<file path="config.mk">
export PLATFORM = sky130hd
export DESIGN_NAME = hitser
export DESIGN_NICKNAME = d
export VERILOG_FILES = /design/src/rtl/hitser_pkg.sv /design/src/rtl/hitser_field.sv /design/src/rtl/hitser_framer.sv /design/src/rtl/hitser_shifter.sv /design/src/rtl/hitser.sv
export SDC_FILE = /design/constraint.sdc
export NUM_CORES = 1
export LEC_CHECK = 0
export ABC_CLOCK_PERIOD_IN_PS = 3950
export BUFFER_PORTS_ARGS = -buffer_cell sky130_fd_sc_hd__buf_2
export CAP_MARGIN = 15
export CORE_MARGIN = 4
export CORE_UTILIZATION = 63
export DETAILED_ROUTE_END_ITERATION = 10
export GPL_TIMING_DRIVEN = 0
export PLACE_DENSITY = 0.84
export REMOVE_ABC_BUFFERS = 1
export SLEW_MARGIN = 20
export SYNTH_ARGS = -nofsm -noshare
export SYNTH_HDL_FRONTEND = slang
export SYNTH_HIERARCHICAL = 1
export SYNTH_SLANG_ARGS = --single-unit
</file>
<file path="constraint.sdc">
create_clock -name clk -period 3.95 [get_ports clk]
set_clock_uncertainty 0.05 [all_clocks]
set_input_delay 0 -clock clk [delete_from_list [all_inputs] [get_ports clk]]
set_output_delay 0 -clock clk [all_outputs]
set_load 0.02 [all_outputs]
</file>
<file path="src/rtl/hitser_pkg.sv">
package hitser_pkg;
  localparam int COL_W  = 12;
  localparam int ROW_W  = 14;
  localparam int TIME_W = 12;
  localparam int COL_MAX  = 2200;
  localparam int ROW_MAX  = 12500;
  localparam int TIME_MAX = 3000;
  // each section: data, parity, pad
  localparam int COL_SEC  = COL_W + 2;
  localparam int ROW_SEC  = ROW_W + 2;
  localparam int TIME_SEC = TIME_W + 2;
  localparam int FRAME_W  = COL_SEC + ROW_SEC + TIME_SEC;
  localparam int CNT_W    = $clog2(FRAME_W + 1);
endpackage

</file>
<file path="src/rtl/hitser_field.sv">
module hitser_field #(
  parameter int W   = 12,
  parameter int MAX = 2200
) (
  input  logic [W-1:0] val,
  output logic [W+1:0] sect,
  output logic         over
);
  logic par;
  always_comb begin
    par  = ^val;
    sect = {val, par, 1'b0};
    over = (int'(val) > MAX);
  end
endmodule

</file>
<file path="src/rtl/hitser_framer.sv">
module hitser_framer
  import hitser_pkg::*;
(
  input  logic [COL_W-1:0]   col,
  input  logic [ROW_W-1:0]   row,
  input  logic [TIME_W-1:0]  tstamp,
  output logic [FRAME_W-1:0] word,
  output logic               oor
);
  logic [COL_SEC-1:0]  s_col;
  logic [ROW_SEC-1:0]  s_row;
  logic [TIME_SEC-1:0] s_time;
  logic o_col, o_row, o_time;

  hitser_field #(.W(COL_W),  .MAX(COL_MAX))  u_col  (.val(col),    .sect(s_col),  .over(o_col));
  hitser_field #(.W(ROW_W),  .MAX(ROW_MAX))  u_row  (.val(row),    .sect(s_row),  .over(o_row));
  hitser_field #(.W(TIME_W), .MAX(TIME_MAX)) u_time (.val(tstamp), .sect(s_time), .over(o_time));

  always_comb begin
    word = {s_col, s_row, s_time};
    oor  = o_col | o_row | o_time;
  end
endmodule

</file>
<file path="src/rtl/hitser_shifter.sv">
module hitser_shifter
  import hitser_pkg::*;
(
  input  logic               clk,
  input  logic               rst_n,
  input  logic               load,
  input  logic [FRAME_W-1:0] word,
  input  logic               oor_in,
  output logic               busy,
  output logic               bit_o,
  output logic               oor_o
);
  logic [FRAME_W-1:0] shreg;
  logic [CNT_W-1:0]   left;
  logic               oor_q;

  always_ff @(posedge clk) begin
    if (!rst_n) begin
      shreg <= '0;
      left  <= '0;
      oor_q <= 1'b0;
    end else if (load) begin
      shreg <= word;
      left  <= CNT_W'(FRAME_W);
      oor_q <= oor_in;
    end else if (left != '0) begin
      shreg <= {shreg[FRAME_W-2:0], 1'b0};
      left  <= left - 1'b1;
      if (left == CNT_W'(1)) oor_q <= 1'b0;
    end
  end

  always_comb begin
    busy  = (left != '0);
    bit_o = busy & shreg[FRAME_W-1];
    oor_o = busy & oor_q;
  end

  // independent run-length counter for the frame strobe
  logic [CNT_W:0] run_q;
  always_ff @(posedge clk) begin
    if (!rst_n) run_q <= '0;
    else        run_q <= busy ? run_q + 1'b1 : '0;
  end

  assert_frame_len_R6: assert property (@(posedge clk) disable iff (!rst_n)
    $fell(busy) |-> run_q == (CNT_W+1)'(FRAME_W));
  assert_frame_cap_R6: assert property (@(posedge clk) disable iff (!rst_n)
    busy |-> run_q < (CNT_W+1)'(FRAME_W));
  assert_oor_stable_R7: assert property (@(posedge clk) disable iff (!rst_n)
    (busy && $past(busy) && !$past(load)) |-> $stable(oor_o));
endmodule

</file>
<file path="src/rtl/hitser.sv">
module hitser
  import hitser_pkg::*;
(
  input  logic              clk,
  input  logic              rst_n,
  input  logic              in_valid,
  output logic              in_ready,
  input  logic [COL_W-1:0]  in_col,
  input  logic [ROW_W-1:0]  in_row,
  input  logic [TIME_W-1:0] in_time,
  output logic              ser_data,
  output logic              ser_frame,
  output logic              ser_oor
);
  logic [FRAME_W-1:0] word;
  logic               oor_c;
  logic               busy;
  logic               accept;

  hitser_framer u_framer (
    .col(in_col), .row(in_row), .tstamp(in_time),
    .word(word), .oor(oor_c)
  );

  always_comb begin
    in_ready = ~busy;
    accept   = in_valid & ~busy;
  end

  hitser_shifter u_shift (
    .clk(clk), .rst_n(rst_n), .load(accept), .word(word), .oor_in(oor_c),
    .busy(busy), .bit_o(ser_data), .oor_o(ser_oor)
  );

  assign ser_frame = busy;

  assert_first_bit_R1: assert property (@(posedge clk) disable iff (!rst_n)
    (in_valid && in_ready) |=> (ser_frame && ser_data == $past(in_col[COL_W-1])));
  assert_ready_low_R5: assert property (@(posedge clk) disable iff (!rst_n)
    ser_frame |-> !in_ready);
  assert_oor_in_frame_R7: assert property (@(posedge clk) disable iff (!rst_n)
    ser_oor |-> ser_frame);
  assert_idle_quiet_R8: assert property (@(posedge clk) disable iff (!rst_n)
    !ser_frame |-> !ser_data);
endmodule

</file>
==> flow_metrics.env <==
export IMPL_status="finished, final reports clean"
export IMPL_clockBufferDepth=2
export IMPL_antennaDiodeCount=0
export IMPL_final_cell_mix="88 x o21ai_0, 51 x dfxtp_1, 49 x a21oi_1"
export IMPL_drive_above_1_share_pct=14.8
export IMPL_final_period_utilization_pct=84.1
export IMPL_core_area_um2=5140
export IMPL_fin_crit_ns=3.32
export IMPL_synth_area_leaders="dfxtp_1 30%, o21ai_0 13%, ha_1 11%, buf_4 9.8%, a31oi_1 8.4%"
export IMPL_synth_yosys_seq_area_share_pct=30.3
export IMPL_antenna_found_initial=0
export IMPL_final_common_cell="o21ai_0"
export IMPL_cts_tree="yes"
export IMPL_async_flop_share_pct=0
export IMPL_dpl_instance_area_um2=3320
export IMPL_synth_cell_types=39
export IMPL_p_int_uw=1360
export IMPL_synth_warnings=6
export IMPL_crit_type="flip-flop to flip-flop"
export IMPL_p_sw_share_pct=46.8
export IMPL_crit_arrival_ns=3.46
export IMPL_ant_nets=0
export IMPL_slew_headroom_pct=44.9
export IMPL_wl_um=8300
export IMPL_crit_path_start_kind="flip-flop"
export IMPL_grt_use_total_pct=26.0
export IMPL_ios=45
export IMPL_clk_latency_ns=0.30
export IMPL_hold_ws_ns=0.0440
export IMPL_first_global_vias=3035
export IMPL_die_h_um=81.1
export IMPL_synth_top_area_share_pct=30.3
export IMPL_power_uw=2560
export IMPL_syn_area_um2=3370
export IMPL_end_kind="flip-flop"
export IMPL_cts_max_level=2
export IMPL_grt_pass1_wl_um=13700
export IMPL_hpwl_um=4940
export IMPL_final_cell_area_um2=3770
export IMPL_fmax_mhz=301
export IMPL_p_leak_uw=0.00154
export IMPL_path_max_fanout=48
export IMPL_gr_total_overflow=0
export IMPL_hold_path_class="input pin to flip-flop"
export IMPL_clkPwrFrac_pct=11.8
export IMPL_p_comb_share_pct=54.1
export IMPL_area_growth_synth_to_final_pct=11.9
export IMPL_fp_dieW_um=81.1
export IMPL_drc=0
export IMPL_die_area_um2=6580
export IMPL_fin_cells=517
export IMPL_place_congestion=0.801
export IMPL_vdd_drop_max_uv=417
export IMPL_finalHoldViolations=0
export IMPL_detail_route_wl_per_cell_um=16.1
export IMPL_cts_resized=0
export IMPL_viasPerCell=6.17
export IMPL_synthCells=431
export IMPL_power_switching_uw=1200
export IMPL_clk_pin_slew_ns=0.10
export IMPL_postSynthAreaPerCell_um2=7.82
export IMPL_rsz0062_at_grt="no"
export IMPL_cts_sinks=51
export IMPL_cap_violations=0
export IMPL_required_ns=4.08
export IMPL_pwr_share_seq_pct=34.1
export IMPL_min_from="in_col[4]"
export IMPL_synth_area_leader_cell="dfxtp_1"
export IMPL_power_density_nw_per_um2=678
export IMPL_synth_edf_count=0
export IMPL_detail_route_iter0_violations=403
export IMPL_crit_start="u_shift/left[0]"
export IMPL_grt_max_degree=49
export IMPL_r2r_start="u_shift/left[0]"
export IMPL_tns_ns=0
export IMPL_port_buffers=44
export IMPL_core_rowCount=26
export IMPL_layout_nets=517
export IMPL_start_util_pct=65.6
export IMPL_vias=3189
export IMPL_dr_pass1_iters=6
export IMPL_setup_viol=0
export IMPL_numCtsBuffers=5
export IMPL_synth_seq_cells=51
export IMPL_ys_flop_type="dfxtp_1"
export IMPL_worstMarginPinSlew_ns=0.826
export IMPL_drv_slew=0
export IMPL_cts_root_buf="clkbuf_8"
export IMPL_dp_cells=472
-- state kept, by name (all words and copies together), names as in the netlist --
name           count
u_shift/shreg     44
u_shift/oor_q      1
u_shift/left       6
-- critical path: stages, from the launching register on --
cell and delay [ns]:
dfxtp_1 0.37, inv_1 0.12, ha_1 0.22, nor3b_2 0.66, nand2_1 0.32, nor2b_4 0.46, buf_12 0.25, inv_2 0.31
o21ai_0 0.34, a21oi_1 0.08
-- final cells by class --
cell class	count	area [µm²]
multi-input combinational	272	1790
fill	429	1370
sequential	51	1020
timing repair buffer	87	676
inverter	29	109
tap	70	87.6
clock buffer	6	72.6
clock inverter	2	12.5
-- timing repair --
item / 4_1_cts / 5_1_grt
hold buffers: 37 / 0
buffers inserted: 0 / 0
hold endpoints to repair: 37 / 0
-- per-layer routing --
| metal | GRT usage, % | up-vias | wire length [µm] |
|---|---|---|---|
| met2 | 46.4 | 153 | 4220 |
| met3 | 4.32 | 12 | 576 |
| li1 | - | 1515 | - |
| met5 | 0 | - | 0 |
| met1 | 31.8 | 1509 | 3400 |
| met4 | 7.60 | 0 | 98 |
-- through the flow --
step           setup WS (ns)  utilization (%)
2_1_floorplan          -3.31                -
3_3_place_gp           -6.39             62.5
3_5_place_dp           0.754             64.5
4_1_cts                0.732             73.4
5_1_grt                0.453             73.4
6_report               0.628             73.4
-- synth_stat cells (all sizes together) (5+ instances only) --
library cell,number
xnor2,14
inv,29
o21ai,88
clkbuf,30
dfxtp,51
a21oi,49
ha,30
a31oi,45
buf,49
nand2,5
-- logic make-up (layout without fill, tap and decap cells) --
family,Yosys count,count (layout),synth area share [%]
DFF,51,51,30.3
AOI/OAI and AO/OA,196,196,32.0
and+or+nand+nor,27,27,5.01
adders and majority gates,30,30,11.1
buffers and inverters,108,124,17.1
xor gates and xnor gates,16,16,4.16
other,3,3,0.334
-- final timing paths --
kind,to,slack (ns),cells past startpoint
max,u_shift/shreg[36],0.63,9
min reg2reg,u_shift/shreg[11],0.43,2
min,u_shift/shreg[36],0.04,3
max reg2reg,u_shift/shreg[36],0.63,9
-- power groups by stage --
stage / Sequential [µW] / Combinational, µW / Clock [µW]
floorplan: 830 / 865 / 0
global placement: 833 / 1180 / 0
detailed placement: 874 / 1320 / 0
CTS: 863 / 1350 / 305
global route: 895 / 1510 / 323
finish: 873 / 1380 / 301
Note: power is estimated with default switching activity, not from simulation.
